[src/rtl/pci_arb_pkg.sv]
package pci_arb_pkg;

    localparam int MAX_AGENTS = 8;
    localparam int IDX_W      = 3;

    typedef enum logic {
        ARB_FREE = 1'b0,
        ARB_HELD = 1'b1
    } arb_state_e;

    typedef struct packed {
        arb_state_e       state;
        logic [IDX_W-1:0] owner;
        logic [IDX_W-1:0] last;
    } arb_ctx_t;

    function automatic int unsigned wrap_next(input int unsigned base,
                                              input int unsigned step,
                                              input int unsigned n);
        return (base + step) % n;
    endfunction

endpackage

[src/rtl/arb_rr_select.sv]
module arb_rr_select
    import pci_arb_pkg::*;
#(
    parameter int NUM_AGENTS = 4
) (
    input  logic [NUM_AGENTS-1:0] req_act,
    input  logic [IDX_W-1:0]      last_idx,
    output logic                  found,
    output logic [IDX_W-1:0]      win
);

    int unsigned cand;

    always_comb begin
        found = 1'b0;
        win   = '0;
        cand  = 0;
        for (int k = 1; k <= NUM_AGENTS; k++) begin
            cand = wrap_next(32'(last_idx), 32'(k), 32'(NUM_AGENTS));
            if (!found && req_act[cand[IDX_W-1:0]]) begin
                found = 1'b1;
                win   = cand[IDX_W-1:0];
            end
        end
    end

endmodule

[src/rtl/arb_idle_timer.sv]
module arb_idle_timer #(
    parameter int IDLE_LIMIT = 16,
    localparam int CNT_W     = $clog2(IDLE_LIMIT + 1)
) (
    input  logic clk,
    input  logic rst,
    input  logic clear,
    input  logic idle_tick,
    output logic expire
);

    logic [CNT_W-1:0] cnt_q;

    always_ff @(posedge clk) begin
        if (rst || clear) begin
            cnt_q <= '0;
        end else if (idle_tick && cnt_q != CNT_W'(IDLE_LIMIT)) begin
            cnt_q <= cnt_q + 1'b1;
        end
    end

    assign expire = idle_tick && (cnt_q == CNT_W'(IDLE_LIMIT - 1));

endmodule

[src/rtl/arb_frame_edge.sv]
module arb_frame_edge (
    input  logic clk,
    input  logic rst,
    input  logic frame_n,
    output logic start
);

    logic frame_prev_q;

    always_ff @(posedge clk) begin
        if (rst) begin
            frame_prev_q <= 1'b1;
        end else begin
            frame_prev_q <= frame_n;
        end
    end

    assign start = frame_prev_q && !frame_n;

endmodule

[src/rtl/fair_bus_arbiter.sv]
module fair_bus_arbiter
    import pci_arb_pkg::*;
#(
    parameter int NUM_AGENTS = 4,
    parameter int IDLE_LIMIT = 16
) (
    input  logic                  clk,
    input  logic                  rst,
    input  logic [NUM_AGENTS-1:0] req_n,
    input  logic                  frame_n,
    output logic [NUM_AGENTS-1:0] gnt_n
);

    localparam logic [IDX_W-1:0] LAST_INIT = IDX_W'(NUM_AGENTS - 1);

    arb_ctx_t               ctx_q;
    logic [NUM_AGENTS-1:0]  req_act;
    logic                   pick_found;
    logic [IDX_W-1:0]       pick_idx;
    logic                   frame_start;
    logic                   idle_expire;
    logic                   owner_drop;
    logic                   release_now;
    logic                   held;

    assign req_act = ~req_n;
    assign held    = (ctx_q.state == ARB_HELD);

    arb_rr_select #(.NUM_AGENTS(NUM_AGENTS)) u_sel (
        .req_act  (req_act),
        .last_idx (ctx_q.last),
        .found    (pick_found),
        .win      (pick_idx)
    );

    arb_frame_edge u_edge (
        .clk     (clk),
        .rst     (rst),
        .frame_n (frame_n),
        .start   (frame_start)
    );

    arb_idle_timer #(.IDLE_LIMIT(IDLE_LIMIT)) u_timer (
        .clk       (clk),
        .rst       (rst),
        .clear     (!held),
        .idle_tick (held && frame_n),
        .expire    (idle_expire)
    );

    assign owner_drop  = !req_act[ctx_q.owner];
    assign release_now = frame_start || idle_expire || owner_drop;

    always_ff @(posedge clk) begin
        if (rst) begin
            ctx_q.state <= ARB_FREE;
            ctx_q.owner <= '0;
            ctx_q.last  <= LAST_INIT;
        end else begin
            case (ctx_q.state)
                ARB_FREE: begin
                    if (pick_found) begin
                        ctx_q.state <= ARB_HELD;
                        ctx_q.owner <= pick_idx;
                        ctx_q.last  <= pick_idx;
                    end
                end
                ARB_HELD: begin
                    if (release_now) begin
                        ctx_q.state <= ARB_FREE;
                    end
                end
                default: ctx_q.state <= ARB_FREE;
            endcase
        end
    end

    for (genvar i = 0; i < NUM_AGENTS; i++) begin : g_gnt
        assign gnt_n[i] = !(held && (ctx_q.owner == IDX_W'(i)));
    end

endmodule

[config.mk]
export PLATFORM = sky130hd
export DESIGN_NAME = fair_bus_arbiter
export DESIGN_NICKNAME = d
export VERILOG_FILES = /design/src/rtl/pci_arb_pkg.sv /design/src/rtl/arb_rr_select.sv /design/src/rtl/arb_idle_timer.sv /design/src/rtl/arb_frame_edge.sv /design/src/rtl/fair_bus_arbiter.sv
export SDC_FILE = /design/constraint.sdc
export NUM_CORES = 1
export LEC_CHECK = 0
export BUFFER_PORTS_ARGS = -buffer_cell sky130_fd_sc_hd__buf_2
export CAP_MARGIN = 20
export CORE_AREA = 2 2 39 41
export CTS_BUF_LIST = sky130_fd_sc_hd__clkbuf_16
export DETAILED_ROUTE_END_ITERATION = 10
export DIE_AREA = 0 0 41 43
export HOLD_SLACK_MARGIN = 0.05
export MAX_ROUTING_LAYER = met4
export PLACE_DENSITY_LB_ADDON = 0.2
export SLEW_MARGIN = 20
export SYNTH_ARGS = -nofsm -noshare
export SYNTH_HDL_FRONTEND = slang
export SYNTH_SLANG_ARGS = --single-unit
[constraint.sdc]
create_clock -name clk -period 3.2 [get_ports clk]
set_clock_uncertainty 0.15 [all_clocks]
set_input_delay 0 -clock clk [delete_from_list [all_inputs] [get_ports clk]]
set_output_delay 0 -clock clk [all_outputs]
set_load 0.05 [all_outputs]
## After elaboration in Yosys (flattened, before gate mapping)

Index checks and enable logic that the tools add are counted.

| cells by class | value |
|---|---|
| $add $sub $neg | 5 |
| $lt $le $gt $ge | 5 |
| equality and inequality tests | 5 |
| multiplexer cells | 21 |
| bitwise operators | 2 |
| reductions and logical operators | 26 |

Operators with widths:

| kind | number |
|---|---|
| less-than comparator 2 x 3 -> 1 bit (second input constant) | 5 |
| logical AND 1 bit | 11 |
| binary-select mux 1 bit (select 2 bit) | 5 |
| logical NOT 1 bit | 10 |
| two-way mux 1 bit | 10 |
| two-way mux 2 bit | 4 |
| two-way mux 7 bit | 1 |
| adder 5 x 1 -> 5 bit (second input constant) | 1 |
| == test 5 x 4 -> 1 bit (second input constant) | 1 |
| inequality test 5 bit (second input constant) | 1 |
| adder 2 x 1 -> 2 bit (second input constant) | 2 |
| adder 2 bit (second input constant) | 2 |
| == test 2 bit (second input constant) | 2 |
| inverter 4 bit | 1 |
| logical NOT 3 bit | 1 |
| logical OR 1 bit | 3 |
| == test 2 x 1 -> 1 bit (second input constant) | 1 |
| case mux 1 bit (2 select lines) | 1 |
| AND reduction 2 bit | 1 |
| inverter 1 bit | 1 |

| word-level totals | value |
|---|---|
| register bits | 11 |
| input bits | 7 |
| output and inout port bits | 4 |
| logic and storage cells | 69 |

## Logic depth before layout (Yosys ltp)

| logic depth | value |
|---|---|
| word-level depth | 15 |
| gate-level depth with buffers | 6 |
| mapped depth without buffers | 6 |

## Cells and area by module

A second synthesis with hierarchy kept.

| second synthesis, totals | value |
|---|---|
| cells, all modules | 93 |
| area total of the unflattened synthesis | 757.0 µm² |

By module, submodules not included:

| module | instances | cells an instance | area each (µm²) | seq. area each (µm²) |
|---|---|---|---|---|
| fair_bus_arbiter | 1 | 43 | 332.8 | 120.1 |
| arb_idle_timer | 1 | 31 | 286.5 | 100.1 |
| arb_rr_select | 1 | 16 | 102.6 | 0.0 |
| arb_frame_edge | 1 | 3 | 35.0 | 20.0 |

## Worst setup path after synthesis

Ideal clock, no wire load.

| timing | value |
|---|---|
| kind | reg2reg |
| start | reg u_timer.cnt_q[0] |
| end | reg ctx_q, in the netlist held |
| setup time | 75 ps |
| data arrival time | 1,111 ps |
| data required time | 2,975 ps |
| slack | 1,864 ps |
| stages on the path, launching flop included | 7 |
| buffers on the path | 0 |
| period minus slack after synthesis | 1,336 ps |
| cell sequence | dfxtp_1 ha_1 and3_1 ha_1 mux2i_1 nand2_1 o22ai_1 |

| between the ends | value |
|---|---|
| cells in the longest elaborated chain, start to end | 6 |

RTL lines:

| element | line | RTL |
|---|---|---|
| start: declaration | arb_idle_timer.sv:12 | `logic [CNT_W-1:0] cnt_q;` |
| start signal: assignment | arb_idle_timer.sv:18 | `cnt_q <= cnt_q + 1'b1;` |
| == test 5 x 4 -> 1 bit | arb_idle_timer.sv:22 | `assign expire = idle_tick && (cnt_q == CNT_W'(IDLE_LIMIT - 1));` |
| logical AND 1 bit | arb_idle_timer.sv:22 |  |
| logical OR 1 bit (2 in series) | fair_bus_arbiter.sv:52 | `assign release_now = frame_start \|\| idle_expire \|\| owner_drop;` |
| two-way mux 1 bit | fair_bus_arbiter.sv:69 | `if (release_now) begin` |
| case mux 1 bit (2 select lines) | fair_bus_arbiter.sv:60 | `case (ctx_q.state)` |
| end: declaration | fair_bus_arbiter.sv:16 | `arb_ctx_t ctx_q;` |

Every way passes these cells.
A chain may end at the register's enable or synchronous reset.

## Final worst setup path

| timing | value |
|---|---|
| start | reg ctx_q, in the netlist held |
| end | out gnt_n[0] |

| between the ends | value |
|---|---|
| cells in the longest elaborated chain, start to end | 2 |

RTL lines:

| element | line | RTL |
|---|---|---|
| logical AND 1 bit | fair_bus_arbiter.sv:79 | `assign gnt_n[i] = !(held && (ctx_q.owner == IDX_W'(i)));` |
| logical NOT 1 bit | fair_bus_arbiter.sv:79 |  |
| end: declaration | fair_bus_arbiter.sv:11 | `output logic [NUM_AGENTS-1:0] gnt_n` |

Every way passes these cells.

==> run metrics <==
FMAX 603 MHz; Num CTS Buffers 3; router iterations before antenna repair 2; CTS tree yes; dominant cells by area after synthesis dfxtp_1 (34%), ha_1 (5.8%), a21oi_1 (3.9%); # rows 14; EDFF count, synth 0; Area growth syn-to-layout 25.8%; placed cell count 97; R2R Setup Slk 1.65 ns; worst hold start req_n[2]; maximum fanout along the worst path 13; vias in the first global route 604; leading area contributor after synthesis dfxtp_1; Skew-Pair Late Insertion Delay 0.24 ns; Yosys Warn Count 0; DR iter-0 viols 6; sequential area share after synthesis 33.9%; Root Driver clkbuf_16; remaining antenna violation count 0; WP data arrival 1.51 ns; Setup crit end kind output pin; post-synth net total 82; post-synth top area share 33.9%; port buffer count 10; hold slack 0.0483 ns; busiest layer in global routing met2; initial antenna violation count 0; status finished, final reports clean; static leakage 0.324 nW; GRT overflow 0; pin count of the biggest net entering global routing 14; slowest CP cell dfxtp_1; crit-path cells or3b_2 -> buf_2; Final min period 1.66 ns; final WL 1.39 mm; RSZ-0062 raised after global routing false; global-route wire length before repair 2.48 mm; Reg-to-Reg Start held; CP bufs+invs 1; Mapped Area 649 sq um; Final Non-Filler Cells 104; worst vdd ir 0.305 mV; final setup TNS 0 ns; Synth Instances 72; Reg2Reg Depth 3; Startpoint Class flop; Layout Utilization 59.0%; total design power 0.468 mW; die footprint 0.00176 sq mm; Worst-Margin Slew 0.428 ns; CP Class reg -> out; IO Pins 11; Vias/cell 5.68; met2 Use GR 33.8%; cts repair resizes 0; drt wl/cell 13.4 um; Synth Flop Type dfxtp_1; Bufs on Longest Clock Path 2; Final Slew Violations 0; top cells by count, synth dfxtp_1 (11), a21oi_1 (5), inv_1 (5); ys async rst share 0%; initial core utilization 46.9%; max-capacitance violation count 0; worst min path class in -> reg; R2R Path End u_timer.cnt_q[3]; CTS sink count 11; #FFs+latches synth 11; antenna cells 0; CP top delay family flip-flops; DR DRC count 0; Worst Hold End ctx_q[3]; post-layout net count 99; vias 591; Setup Buffers After CTS 0; Tcrit/Tclk final 51.8%; met1 usage 23.5%; Pwr per Cell Area 573 mW/mm^2; Setup violations, final 0; M3 GR Usage 4.71%; Synth Area per Inst 9.02 sq um; Worst-path clk slew 0.04 ns; die width 41 um; H-tree Lvls 1; CP Data Required Time 3.05 ns; RePlAce Congestion 0.712; core area 0.00138 sq mm; Post-CTS Hold Fix Bufs 3; total track usage 21.7%; slowest stage delay, CP 0.57 ns; endpoints failing hold 0; hold path depth 3; share of cells above drive strength 1 23.9%; Die Ht 43 um; dominant cell by count in the synthesized netlist dfxtp_1; Slew HR 71.4%; Cell variety after synth 35; Detailed Place HPWL 963 um
## cells in the final DEF (no fill, tap or decap)
cell type,Yosys,routed
a2111oi_2,1,1
a211o_1,1,1
a21oi_1,5,5
a221o_1,1,1
a31o_2,1,1
a31oi_1,1,1
a41o_1,1,1
a41oi_1,1,1
and2_2,1,1
and3_1,2,2
and4_1,1,1
buf_2,0,10
clkbuf_16,0,3
dfxtp_1,11,11
dlygate4sd3_1,0,3
ha_1,3,3
inv_1,5,6
mux2i_1,1,1
mux4_2,1,1
nand2_1,4,4
nand2_2,1,1
nand3_1,3,3
nand3b_1,2,2
nand4bb_1,1,1
nor2_1,3,3
nor2b_1,3,3
nor3_1,2,2
nor4bb_1,1,1
o211ai_1,1,1
o21a_1,1,1
o21ai_0,4,4
o22ai_1,1,1
o31ai_1,2,2
or2_2,1,1
or2b_1,1,1
or3b_2,2,2
or4_1,1,1
## layout make-up
type	count	area [sq um]
flip-flops and latches	11	220
clock buffers	3	75.1
repair buffers	13	80.1
inverters	5	18.8
well taps	16	20.0
fillers	126	567
clock inverters	1	3.75
multi-input cells	55	399
## worst max path at each step
stage                             endpoint        startpoint  cells past startpoint
after global placement    u_timer.cnt_q[3]              held                      3
after floorplan                       held  u_timer.cnt_q[0]                      6
final                             gnt_n[0]              held                      2
after global routing              gnt_n[0]              held                      2
after detailed placement  u_timer.cnt_q[3]              held                      3
after CTS                         gnt_n[0]              held                      2
## power by group
group	total (mW)	switching (mW)	internal, mW
registers	0.164	0.0156	0.149
clock network	0.224	0.0602	0.164
logic	0.0799	0.0443	0.0356
## registers in the layout, summed over array words and instances, names as in the netlist
signal / count
u_timer.cnt_q: 5
u_edge.frame_prev_q: 1
held: 1
ctx_q: 4
## per-layer routing
layer	up-vias	part of all wire, %
li1	307	-
met1	269	42
met2	10	53
met3	5	2.2
met4	0	3.0
met5	-	0
## cells by family after synthesis
kind of cell,synth area share (%)
adders and majority gates,5.78
buffers and inverters,4.62
muxes,5.01
and+or+nand+nor,27.7
DFF,33.9
AOI/OAI and AO/OA,22.9
## worst reg2reg max path: cells and delay by family (launching register included)
family / cells / cell delay [ns]
and+or+nand+nor: 2 / 0.61
DFF: 1 / 0.57
AOI/OAI and AO/OA: 1 / 0.14
## metrics by stage
step	instance area, sq um	worst slack [ns]
finish	817	1.54
CTS	817	1.55
detailed placement	708	1.68
global placement	708	1.70
global route	817	1.48
floorplan	649	1.86
(Power assumes the default switching activity.)
